<file path="src/rtl/sysctl_pkg.sv">
package sysctl_pkg;

  localparam logic [3:0] REG_ID    = 4'd0;
  localparam logic [3:0] REG_CTRL  = 4'd1;
  localparam logic [3:0] REG_TTB   = 4'd2;
  localparam logic [3:0] REG_DOM   = 4'd3;
  localparam logic [3:0] REG_FSR   = 4'd5;
  localparam logic [3:0] REG_FAR   = 4'd6;
  localparam logic [3:0] REG_CACHE = 4'd7;
  localparam logic [3:0] REG_TLB   = 4'd8;
  localparam logic [3:0] REG_PID   = 4'd13;

  // Maintenance operation set, MSB first: flushI flushD cleanI cleanD tlbI tlbD
  typedef struct packed {
    logic flushI;
    logic flushD;
    logic cleanI;
    logic cleanD;
    logic tlbI;
    logic tlbD;
  } maintOps_t;

  // Strobes from control to datapath
  typedef struct packed {
    logic        wrEn;
    logic        rdEn;
    logic [3:0]  regSel;
    logic [31:0] wdata;
  } regStrobe_t;

  function automatic maintOps_t decodeMaint(input logic isTlb,
                                            input logic [3:0] crm,
                                            input logic [2:0] op2);
    maintOps_t ops;
    if (isTlb) begin
      ops = maintOps_t'(6'b000011);
      if (op2 == 3'd0) begin
        case (crm)
          4'b0101: ops = maintOps_t'(6'b000010);
          4'b0110: ops = maintOps_t'(6'b000001);
          default: ops = maintOps_t'(6'b000011);
        endcase
      end
    end else begin
      ops = maintOps_t'(6'b111100);
      if (op2 == 3'd0) begin
        case (crm)
          4'b0111: ops = maintOps_t'(6'b110000);
          4'b0101: ops = maintOps_t'(6'b100000);
          4'b0110: ops = maintOps_t'(6'b010000);
          4'b1011: ops = maintOps_t'(6'b001100);
          4'b1010: ops = maintOps_t'(6'b000100);
          4'b1110: ops = maintOps_t'(6'b010100);
          default: ops = maintOps_t'(6'b111100);
        endcase
      end
    end
    return ops;
  endfunction

endpackage

</file>
<file path="src/rtl/sysctl_ctrl.sv">
module sysctl_ctrl
  import sysctl_pkg::*;
(
  input  logic        clk,
  input  logic        rstN,
  input  logic        cmdValid,
  input  logic        cmdWrite,
  input  logic [3:0]  cmdReg,
  input  logic [3:0]  cmdCrm,
  input  logic [2:0]  cmdOp2,
  input  logic [31:0] cmdWdata,
  output logic        cmdReady,
  input  logic        maintDone,
  output logic        maintReq,
  output maintOps_t   maintOps,
  output regStrobe_t  strobe
);

  logic      busyQ;
  maintOps_t opsQ;
  logic      accept;
  logic      isMaint;

  assign accept  = cmdValid && !busyQ;
  assign isMaint = cmdWrite && ((cmdReg == REG_CACHE) || (cmdReg == REG_TLB));

  always_ff @(posedge clk or negedge rstN) begin
    if (!rstN) begin
      busyQ <= 1'b0;
      opsQ  <= '0;
    end else if (accept && isMaint) begin
      busyQ <= 1'b1;
      opsQ  <= decodeMaint(cmdReg == REG_TLB, cmdCrm, cmdOp2);
    end else if (busyQ && maintDone) begin
      busyQ <= 1'b0;
      opsQ  <= '0;
    end
  end

  always_comb begin
    strobe.wrEn   = accept && cmdWrite && !isMaint;
    strobe.rdEn   = accept && !cmdWrite;
    strobe.regSel = cmdReg;
    strobe.wdata  = cmdWdata;
  end

  assign cmdReady = !busyQ;
  assign maintReq = busyQ;
  assign maintOps = opsQ;


  maint_hold_chk: assert property (@(posedge clk) disable iff (!rstN)
    maintReq && !maintDone |=> maintReq && $stable(maintOps));


  maint_release_chk: assert property (@(posedge clk) disable iff (!rstN)
    maintReq && maintDone |=> !maintReq && cmdReady);


  maint_start_chk: assert property (@(posedge clk) disable iff (!rstN)
    cmdValid && cmdReady && cmdWrite && (cmdReg == REG_CACHE) |=> maintReq);


  maint_ops_chk: assert property (@(posedge clk) disable iff (!rstN)
    maintReq |-> maintOps != '0);

endmodule

</file>
<file path="src/rtl/sysctl_regs.sv">
module sysctl_regs
  import sysctl_pkg::*;
#(
  parameter logic [31:0] ID_VALUE    = 32'h5A00_0001,
  parameter int          PID_W       = 7,
  parameter int          NUM_DOMAINS = 16,
  parameter int          FSR_W       = 4
) (
  input  logic                     clk,
  input  logic                     rstN,
  input  regStrobe_t               strobe,
  input  logic                     faultValid,
  input  logic [FSR_W-1:0]         faultStatus,
  input  logic [31:0]              faultAddr,
  output logic [31:0]              rdData,
  output logic                     rdValid,
  output logic                     mmuEn,
  output logic                     dcacheEn,
  output logic                     icacheEn,
  output logic [31:0]              ttb,
  output logic [2*NUM_DOMAINS-1:0] domainAccess,
  output logic [PID_W-1:0]         pid
);

  localparam int          DOM_W       = 2 * NUM_DOMAINS;
  localparam int          PID_LSB     = 32 - PID_W;
  localparam logic [31:0] CTRL_WR_MSK = 32'h0000_1305;
  localparam logic [31:0] CTRL_ONES   = 32'h0000_4878;

  logic [31:0]      ctrlQ;
  logic [31:0]      ttbQ;
  logic [DOM_W-1:0] domQ;
  logic [FSR_W-1:0] fsrQ;
  logic [31:0]      farQ;
  logic [PID_W-1:0] pidQ;
  logic [31:0]      rdNext;
  logic [31:0]      rdDataQ;
  logic             rdValidQ;
  logic [3:0]       rdSelQ;

  function automatic logic hit(input regStrobe_t s, input logic [3:0] r);
    return s.wrEn && (s.regSel == r);
  endfunction

  always_ff @(posedge clk or negedge rstN) begin
    if (!rstN) begin
      ctrlQ <= '0;
      ttbQ  <= '0;
      domQ  <= '0;
      pidQ  <= '0;
    end else begin
      if (hit(strobe, REG_CTRL)) ctrlQ <= strobe.wdata & CTRL_WR_MSK;
      if (hit(strobe, REG_TTB))  ttbQ  <= strobe.wdata;
      if (hit(strobe, REG_DOM))  domQ  <= strobe.wdata[DOM_W-1:0];
      if (hit(strobe, REG_PID))  pidQ  <= strobe.wdata[31:PID_LSB];
    end
  end

  // Fault capture has priority over software writes
  always_ff @(posedge clk or negedge rstN) begin
    if (!rstN) begin
      fsrQ <= '0;
      farQ <= '0;
    end else if (faultValid) begin
      fsrQ <= faultStatus;
      farQ <= faultAddr;
    end else begin
      if (hit(strobe, REG_FSR)) fsrQ <= strobe.wdata[FSR_W-1:0];
      if (hit(strobe, REG_FAR)) farQ <= strobe.wdata;
    end
  end

  always_comb begin
    case (strobe.regSel)
      REG_ID:   rdNext = ID_VALUE;
      REG_CTRL: rdNext = ctrlQ | CTRL_ONES;
      REG_TTB:  rdNext = ttbQ;
      REG_DOM:  rdNext = 32'(domQ);
      REG_FSR:  rdNext = 32'(fsrQ);
      REG_FAR:  rdNext = farQ;
      REG_PID:  rdNext = {pidQ, {PID_LSB{1'b0}}};
      default:  rdNext = '0;
    endcase
  end

  always_ff @(posedge clk or negedge rstN) begin
    if (!rstN) begin
      rdDataQ  <= '0;
      rdValidQ <= 1'b0;
      rdSelQ   <= '0;
    end else begin
      rdValidQ <= strobe.rdEn;
      if (strobe.rdEn) begin
        rdDataQ <= rdNext;
        rdSelQ  <= strobe.regSel;
      end
    end
  end

  assign rdData       = rdDataQ;
  assign rdValid      = rdValidQ;
  assign mmuEn        = ctrlQ[0];
  assign dcacheEn     = ctrlQ[2];
  assign icacheEn     = ctrlQ[12];
  assign ttb          = ttbQ;
  assign domainAccess = domQ;
  assign pid          = pidQ;


  ctrl_fixed_chk: assert property (@(posedge clk) disable iff (!rstN)
    rdValid && (rdSelQ == REG_CTRL) |-> (rdData & ~CTRL_WR_MSK) == CTRL_ONES);


  fault_load_chk: assert property (@(posedge clk) disable iff (!rstN)
    faultValid |=> (farQ == $past(faultAddr)) && (fsrQ == $past(faultStatus)));


  pid_low_chk: assert property (@(posedge clk) disable iff (!rstN)
    rdValid && (rdSelQ == REG_PID) |-> rdData[PID_LSB-1:0] == '0);


  id_const_chk: assert property (@(posedge clk) disable iff (!rstN)
    rdValid && (rdSelQ == REG_ID) |-> rdData == ID_VALUE);


  rd_valid_chk: assert property (@(posedge clk) disable iff (!rstN)
    !strobe.rdEn |=> !rdValid);

endmodule

</file>
<file path="src/rtl/sysctl_cop.sv">
module sysctl_cop
  import sysctl_pkg::*;
#(
  parameter logic [31:0] ID_VALUE    = 32'h5A00_0001,
  parameter int          PID_W       = 7,
  parameter int          NUM_DOMAINS = 16
) (
  input  logic                     clk,
  input  logic                     rstN,
  input  logic                     cmdValid,
  input  logic                     cmdWrite,
  input  logic [3:0]               cmdReg,
  input  logic [3:0]               cmdCrm,
  input  logic [2:0]               cmdOp2,
  input  logic [31:0]              cmdWdata,
  output logic                     cmdReady,
  output logic [31:0]              rdData,
  output logic                     rdValid,
  output logic                     maintReq,
  output logic [5:0]               maintOps,
  input  logic                     maintDone,
  input  logic                     faultValid,
  input  logic [3:0]               faultStatus,
  input  logic [31:0]              faultAddr,
  output logic                     mmuEn,
  output logic                     dcacheEn,
  output logic                     icacheEn,
  output logic [31:0]              ttb,
  output logic [2*NUM_DOMAINS-1:0] domainAccess,
  output logic [PID_W-1:0]         pid
);

  regStrobe_t strobe;
  maintOps_t  opsInt;

  sysctl_ctrl ctrl_i (
    .clk       (clk),
    .rstN      (rstN),
    .cmdValid  (cmdValid),
    .cmdWrite  (cmdWrite),
    .cmdReg    (cmdReg),
    .cmdCrm    (cmdCrm),
    .cmdOp2    (cmdOp2),
    .cmdWdata  (cmdWdata),
    .cmdReady  (cmdReady),
    .maintDone (maintDone),
    .maintReq  (maintReq),
    .maintOps  (opsInt),
    .strobe    (strobe)
  );

  sysctl_regs #(
    .ID_VALUE    (ID_VALUE),
    .PID_W       (PID_W),
    .NUM_DOMAINS (NUM_DOMAINS),
    .FSR_W       (4)
  ) regs_i (
    .clk          (clk),
    .rstN         (rstN),
    .strobe       (strobe),
    .faultValid   (faultValid),
    .faultStatus  (faultStatus),
    .faultAddr    (faultAddr),
    .rdData       (rdData),
    .rdValid      (rdValid),
    .mmuEn        (mmuEn),
    .dcacheEn     (dcacheEn),
    .icacheEn     (icacheEn),
    .ttb          (ttb),
    .domainAccess (domainAccess),
    .pid          (pid)
  );

  assign maintOps = opsInt;

endmodule

</file>
<file path="config.mk">
export PLATFORM = sky130hd
export DESIGN_NAME = sysctl_cop
export DESIGN_NICKNAME = d
export VERILOG_FILES = /design/src/rtl/sysctl_pkg.sv /design/src/rtl/sysctl_ctrl.sv /design/src/rtl/sysctl_regs.sv /design/src/rtl/sysctl_cop.sv
export SDC_FILE = /design/constraint.sdc
export NUM_CORES = 1
export LEC_CHECK = 0
export ABC_CLOCK_PERIOD_IN_PS = 3900
export BUFFER_PORTS_ARGS = -buffer_cell sky130_fd_sc_hd__buf_2
export CORE_MARGIN = 2
export CORE_UTILIZATION = 56
export DETAILED_ROUTE_END_ITERATION = 8
export HOLD_SLACK_MARGIN = 0.03
export PLACE_DENSITY = 0.85
export SYNTH_ARGS = -nofsm -noshare
export SYNTH_HDL_FRONTEND = slang
export SYNTH_SLANG_ARGS = --single-unit
</file>
<file path="constraint.sdc">
create_clock -name clk -period 3.9 [get_ports clk]
set_input_delay 0.195 -clock clk [delete_from_list [all_inputs] [get_ports clk]]
set_output_delay 0.195 -clock clk [all_outputs]
set_load 0.02 [all_outputs]
</file>
* After elaboration in Yosys (flattened, before gate mapping)
Cells that the tools add are included.
** Cells by class
- Multiplexer cells :: 14
- Reduce and logical (&&, ||, !) cells :: 22
- Equality and inequality tests :: 14
** Operators by type and width (number)
- 32-bit one-hot mux with 7 select lines :: 1
- 32-bit 2-to-1 mux :: 2
- 6-bit one-hot mux with 6 select lines :: 1
- 6-bit 2-to-1 mux :: 5
- 4-bit by 3-bit == test with 1-bit output (second input constant) :: 6
- 4-bit == test (second input constant) :: 5
- 1-bit logical AND :: 13
- 4-bit by 2-bit == test with 1-bit output (second input constant) :: 2
- 4-bit 2-to-1 mux :: 2
- 2-bit nonzero test :: 3
- 4-bit by 1-bit == test with 1-bit output (second input constant) :: 1
- 4-bit logical NOT :: 1
- 2-bit one-hot mux with 2 select lines :: 1
- 1-bit logical NOT :: 3
- 3-bit logical NOT :: 1
- 1-bit 2-to-1 mux :: 2
- 1-bit logical OR :: 1
** Word-level totals
- Input port bits :: 85
- Output and inout bits :: 115
- Logic and storage cells :: 65
- Flip-flop bits (word level) :: 152

* Longest topological paths before layout
- Depth in word-level cells :: 8
- Mapped depth :: 7
- Gate-level depth less buffers :: 4

* Modules after synthesis
Synthesis repeated with hierarchy kept, for this count alone.
** Unflattened totals
- Cells, all modules :: 640
- Area, all modules :: 7583.5 um2
** Modules (own cells, without submodules)
- sysctl_regs :: cells an instance 560, seq. area each 3628.5 um2, times used 1, area an instance 6882.9 um2
- sysctl_ctrl :: cells an instance 80, seq. area each 175.2 um2, times used 1, area an instance 700.7 um2

* Worst setup path before layout
OpenSTA, ideal clock, no wires.
- Path kind :: register to register
- Start :: register ctrl_i.busyQ, in the netlist ctrl_i.maintReq
- End :: register regs_i.domQ[0], in the netlist regs_i.domainAccess[0]
- Cell stages (with the launch flop) :: 7
- Path buffers :: 2
- Setup time :: 125 ps
- Period minus slack after synthesis :: 1769 ps
- Setup slack :: 2131 ps
- Data arrival time :: 1644 ps
- Data required time :: 3775 ps
- Cells stage by stage :: dfrtp_1 -> and3b_1 -> and3_4 -> and2_4 -> buf_6 -> buf_6 -> mux2_4
** Between the ends
- Cells in the longest elaborated chain, start to end :: 5
** RTL lines
- start: declaration :: RTL line sysctl_ctrl.sv:19 : logic busyQ;
- start signal: assignment :: RTL line sysctl_ctrl.sv:29 : busyQ <= 1'b0;
- start signal: assignment :: RTL line sysctl_ctrl.sv:32 : busyQ <= 1'b1;
- start signal: assignment :: RTL line sysctl_ctrl.sv:35 : busyQ <= 1'b0;
- 1-bit logical NOT :: RTL line sysctl_ctrl.sv:24 : assign accept = cmdValid && !busyQ;
- 1-bit logical AND :: RTL line sysctl_ctrl.sv:24
- 1-bit logical AND (2 in series) :: RTL line sysctl_ctrl.sv:41 : strobe.wrEn = accept && cmdWrite && !isMaint;
- 1-bit logical AND :: RTL line sysctl_regs.sv:42 : return s.wrEn && (s.regSel == r);
- end signal: assignment :: RTL line sysctl_regs.sv:54 : if (hit(strobe, REG_DOM)) domQ <= strobe.wdata[DOM_W-1:0];
- end: declaration :: RTL line sysctl_regs.sv:32 : logic [DOM_W-1:0] domQ;
No other way between the ends.
A chain may end at the register's enable or synchronous reset.

==> impl_results.md <==
* Peak Freq at 403.7 MHz
* Hold WC Path Type: in2reg
* Worst path cell trace: or3b_2, inv_1, o21ai_2, o21ai_0
* Sink Count at 152
* Worst r2r path cells at 4
* Warnings, synthesis at 0
* Synth Instances at 548
* Boundary Pins at 200
* Final setup violation count at 0
* Fin nets at 826
* Congestion Overflow GR at 0
* Initial DRC Count at 534
* Via-to-Cell Ratio at 6.199
* Mapped Nets at 633
* Average wire per standard cell at 21.65 um
* Reg2Reg Setup Slack at 1420 ps
* Rel. slew slack at 9.821%
* Multiplexer area fraction after synthesis at 17.09%
* Synth Area in Compound Gates at 15.67%
* Fin crit period at 2477 ps
* Pwr Density at 552.4 mW/mm2
* Initial antenna violation count at 0
* Simple-Gate Fraction of Synth Area at 8.501%
* Largest cells by area after synthesis: dfrtp_1 56%, mux2_2 7.7%, mux2_4 6.6%, a22o_1 4.1%, o21ai_0 3.1%
* Sequential area share after synthesis at 55.58%
* CP required at 4130 ps
* Cts bufs inserted at 17
* Antenna-violating nets left at 0
* Core area at 0.01196 mm2
* DP HPWL at 12540 um
* Hold depth at 2
* Yosys top cell area share at 55.58%
* Buffers on Ports at 199
* Initial Util at 57.22%
* WP data arrival at 2700 ps
* CP startpoint kind: flop
* Layout Cells excl Fill at 901
* Crit-path max cell delay at 740 ps
* Global-route usage over all layers at 30.30%
* Largest net degree at the start of global routing at 123
* Number of synthesized flops with an enable pin at 0
* CTS Buffer Depth at 2
* First-pass GRT wire length at 29990 um
* Critical Path Slowest Stage Cell: or3b_2
* Critical path peak fanout at 34
* Post-CTS Setup Bufs at 0
* Adder-cell area share of the yosys netlist at 0%
* RR Startpoint: ctrl_i.maintReq$_DFFE_PN0P_
* H-Tree Depth at 4
* Hold endpoint: regs_i.domainAccess[4]$_DFFE_PN0P_
* Clk_lat worst skew at 420 ps
* DRC errors left at 0
* RSZ-0062 raised after global routing: false
* Final wirelength at 19510 um
* Unique masters post-synth at 49
* Number of synthesized register bits at 152
* Asr flop ratio synth at 100.0%
* Worst Hold Launch: cmdWdata[4]
* Synth area leader: dfrtp_1
* Mapped cell area at 0.006844 mm2
* Ant diodes at 0
* CTS tree: done
* Die width at 114.6 um
* Number of max-cap violations at 0
* Area growth, synth to finish at 27.18%
* Slew Viols, Final at 0
* DR vias at 5585
* Total power at 0.004809 W
* Largest family of logic cells by synthesized area: multiplexers
* Period utilisation layout at 63.52%
* Clock slew at reported path FFs at 60 ps
* Die height at 114.6 um
* DIE AREA at 0.01312 mm2
* Status: completed
* RePlAce Congestion at 0.8633
* Fin. Hold Viols at 0
* # rows at 40
* Mean Syn Cell Area at 12.49 um2
* Share of post-route cells with drive strength above 1 at 42.84%
* Setup TNS at 0 ps
* Slew at the pin closest to its max-slew limit at 1352 ps
* Drt pass-1 iters at 5
* XOR/XNOR Fraction of Synth Area at 0%
* Top_reg_cell synth: dfrtp_1
* Fin Clk Skew at 4.904 ps
* Setup CP Type: reg2reg
* Pleak at 4.392 nW
* Worst vdd ir at 0.3123 mV
* Worst r2r dst: regs_i.rdData[22]$_DFFE_PN0P_
* CP Capture Type: flop
* Clock root buffer: clkbuf_16
* Placed insts at 860
* Vias in the first global route at 5705
==> worst max path at each step <==
stage / startpoint / endpoint / slack (ps)
6_report: ctrl_i.maintReq$_DFFE_PN0P_ / regs_i.rdData[22]$_DFFE_PN0P_ / 1420
5_1_grt: ctrl_i.maintReq$_DFFE_PN0P_ / regs_i.rdData[22]$_DFFE_PN0P_ / 1340
4_1_cts: ctrl_i.maintReq$_DFFE_PN0P_ / regs_i.rdData[22]$_DFFE_PN0P_ / 1470
3_5_place_dp: cmdReg[2] / regs_i.farQ[17]$_DFFE_PN0P_ / 1370
3_3_place_gp: cmdReg[2] / regs_i.farQ[29]$_DFFE_PN0P_ / 1470
2_1_floorplan: ctrl_i.maintReq$_DFFE_PN0P_ / regs_i.domainAccess[0]$_DFFE_PN0P_ / 2130
==> worst max-delay path: cells and delay by family, from the launching register on <==
family	cells	cell delay (ps)
AO/OA/AOI/OAI	2	890
flip-flops	1	410
buffers and inverters	1	230
AND/OR/NAND/NOR	1	740
==> routing by layer <==
layer	up-vias	track usage [%]	wire, um
li1	2426	-	-
met1	2807	38.55	7885
met2	305	48.44	9556
met3	47	9.052	1530
met4	0	13.01	533
met5	-	0	0
==> area by class of cell <==
class	count	area, um2
fillers	808	3257
multi-input cells	354	2868
clock inverters	14	269.0
clock buffers	18	439.2
inverters	3	11.26
repair buffers	213	1130
well taps	147	183.9
flip-flops and latches	152	3804
==> metrics by stage <==
stage          setup WS, ps  util [%]  hold slack, ps  area, um2
6_report               1423     72.77           36.36       8705
5_1_grt                1339     72.77           31.57       8705
4_1_cts                1473     72.77           31.92       8705
3_5_place_dp           1371     66.10           389.3       7906
3_3_place_gp           1472     66.10           380.7       7906
2_1_floorplan          2131         -          -100.6       6844
==> Yosys cell counts (2+ instances only) <==
cell	n
buf_6	6
and3b_1	2
nand2_1	52
o21ai_0	43
nor2_1	6
clkbuf_1	20
a211oi_1	5
nor4bb_1	2
nand3b_1	3
nand3_1	5
mux2i_1	19
buf_1	2
a222oi_1	5
a22oi_1	7
a22o_1	32
mux2_4	30
inv_1	3
a221o_1	19
nor2b_1	3
dfrtp_1	152
a32oi_1	2
and2_1	21
o221ai_1	3
a21oi_1	23
a221oi_1	3
mux2_2	47
buf_2	11
==> report_power, final <==
group / total [W] / internal [W] / switching (W)
registers: 0.00198 / 0.00179 / 0.000188
clock network: 0.00194 / 0.00129 / 0.000653
logic: 0.000887 / 0.000379 / 0.000507
total: 0.00481 / 0.00346 / 0.00135
==> repair_timing <==
action,4_1_cts,5_1_grt
hold buffers,9,0
resized for setup,0,0
hold endpoints to repair,129,0
==> state kept, by name, indices dropped and copies added, names as in the netlist <==
| name | count |
|---|---|
| regs_i.ctrlQ | 5 |
| regs_i.pid | 7 |
| regs_i.ttb | 32 |
| regs_i.fsrQ | 4 |
| regs_i.farQ | 32 |
| regs_i.rdData | 32 |
| ctrl_i.maintReq | 1 |
| ctrl_i.maintOps | 6 |
| regs_i.rdValid | 1 |
| regs_i.domainAccess | 32 |
==> kinds of logic (layout without fill, tap and decap cells) <==
| logic type | after synthesis | after routing |
|---|---|---|
| and+or+nand+nor | 108 | 108 |
| buffers and inverters | 42 | 248 |
| AOI/OAI and AO/OA | 150 | 150 |
| DFF | 152 | 152 |
| muxes | 96 | 96 |
==> layout by cell type, fill, tap and decap left out, drive strengths merged, types with 2 or more instances in the layout <==
master	n
a211oi	5
a21oi	24
a221o	19
a221oi	3
a222oi	5
a22o	32
a22oi	7
a32oi	2
and2	22
and3	2
and3b	2
buf	204
bufinv	7
clkbuf	18
clkinv	3
clkinvlp	2
dfrtp	152
dlygate4sd3	9
inv	5
mux2	77
mux2i	19
nand2	52
nand3	5
nand3b	3
nor2	6
nor2b	3
nor4b	2
nor4bb	2
o21ai	44
o221ai	3
(Power assumes the default switching activity.)
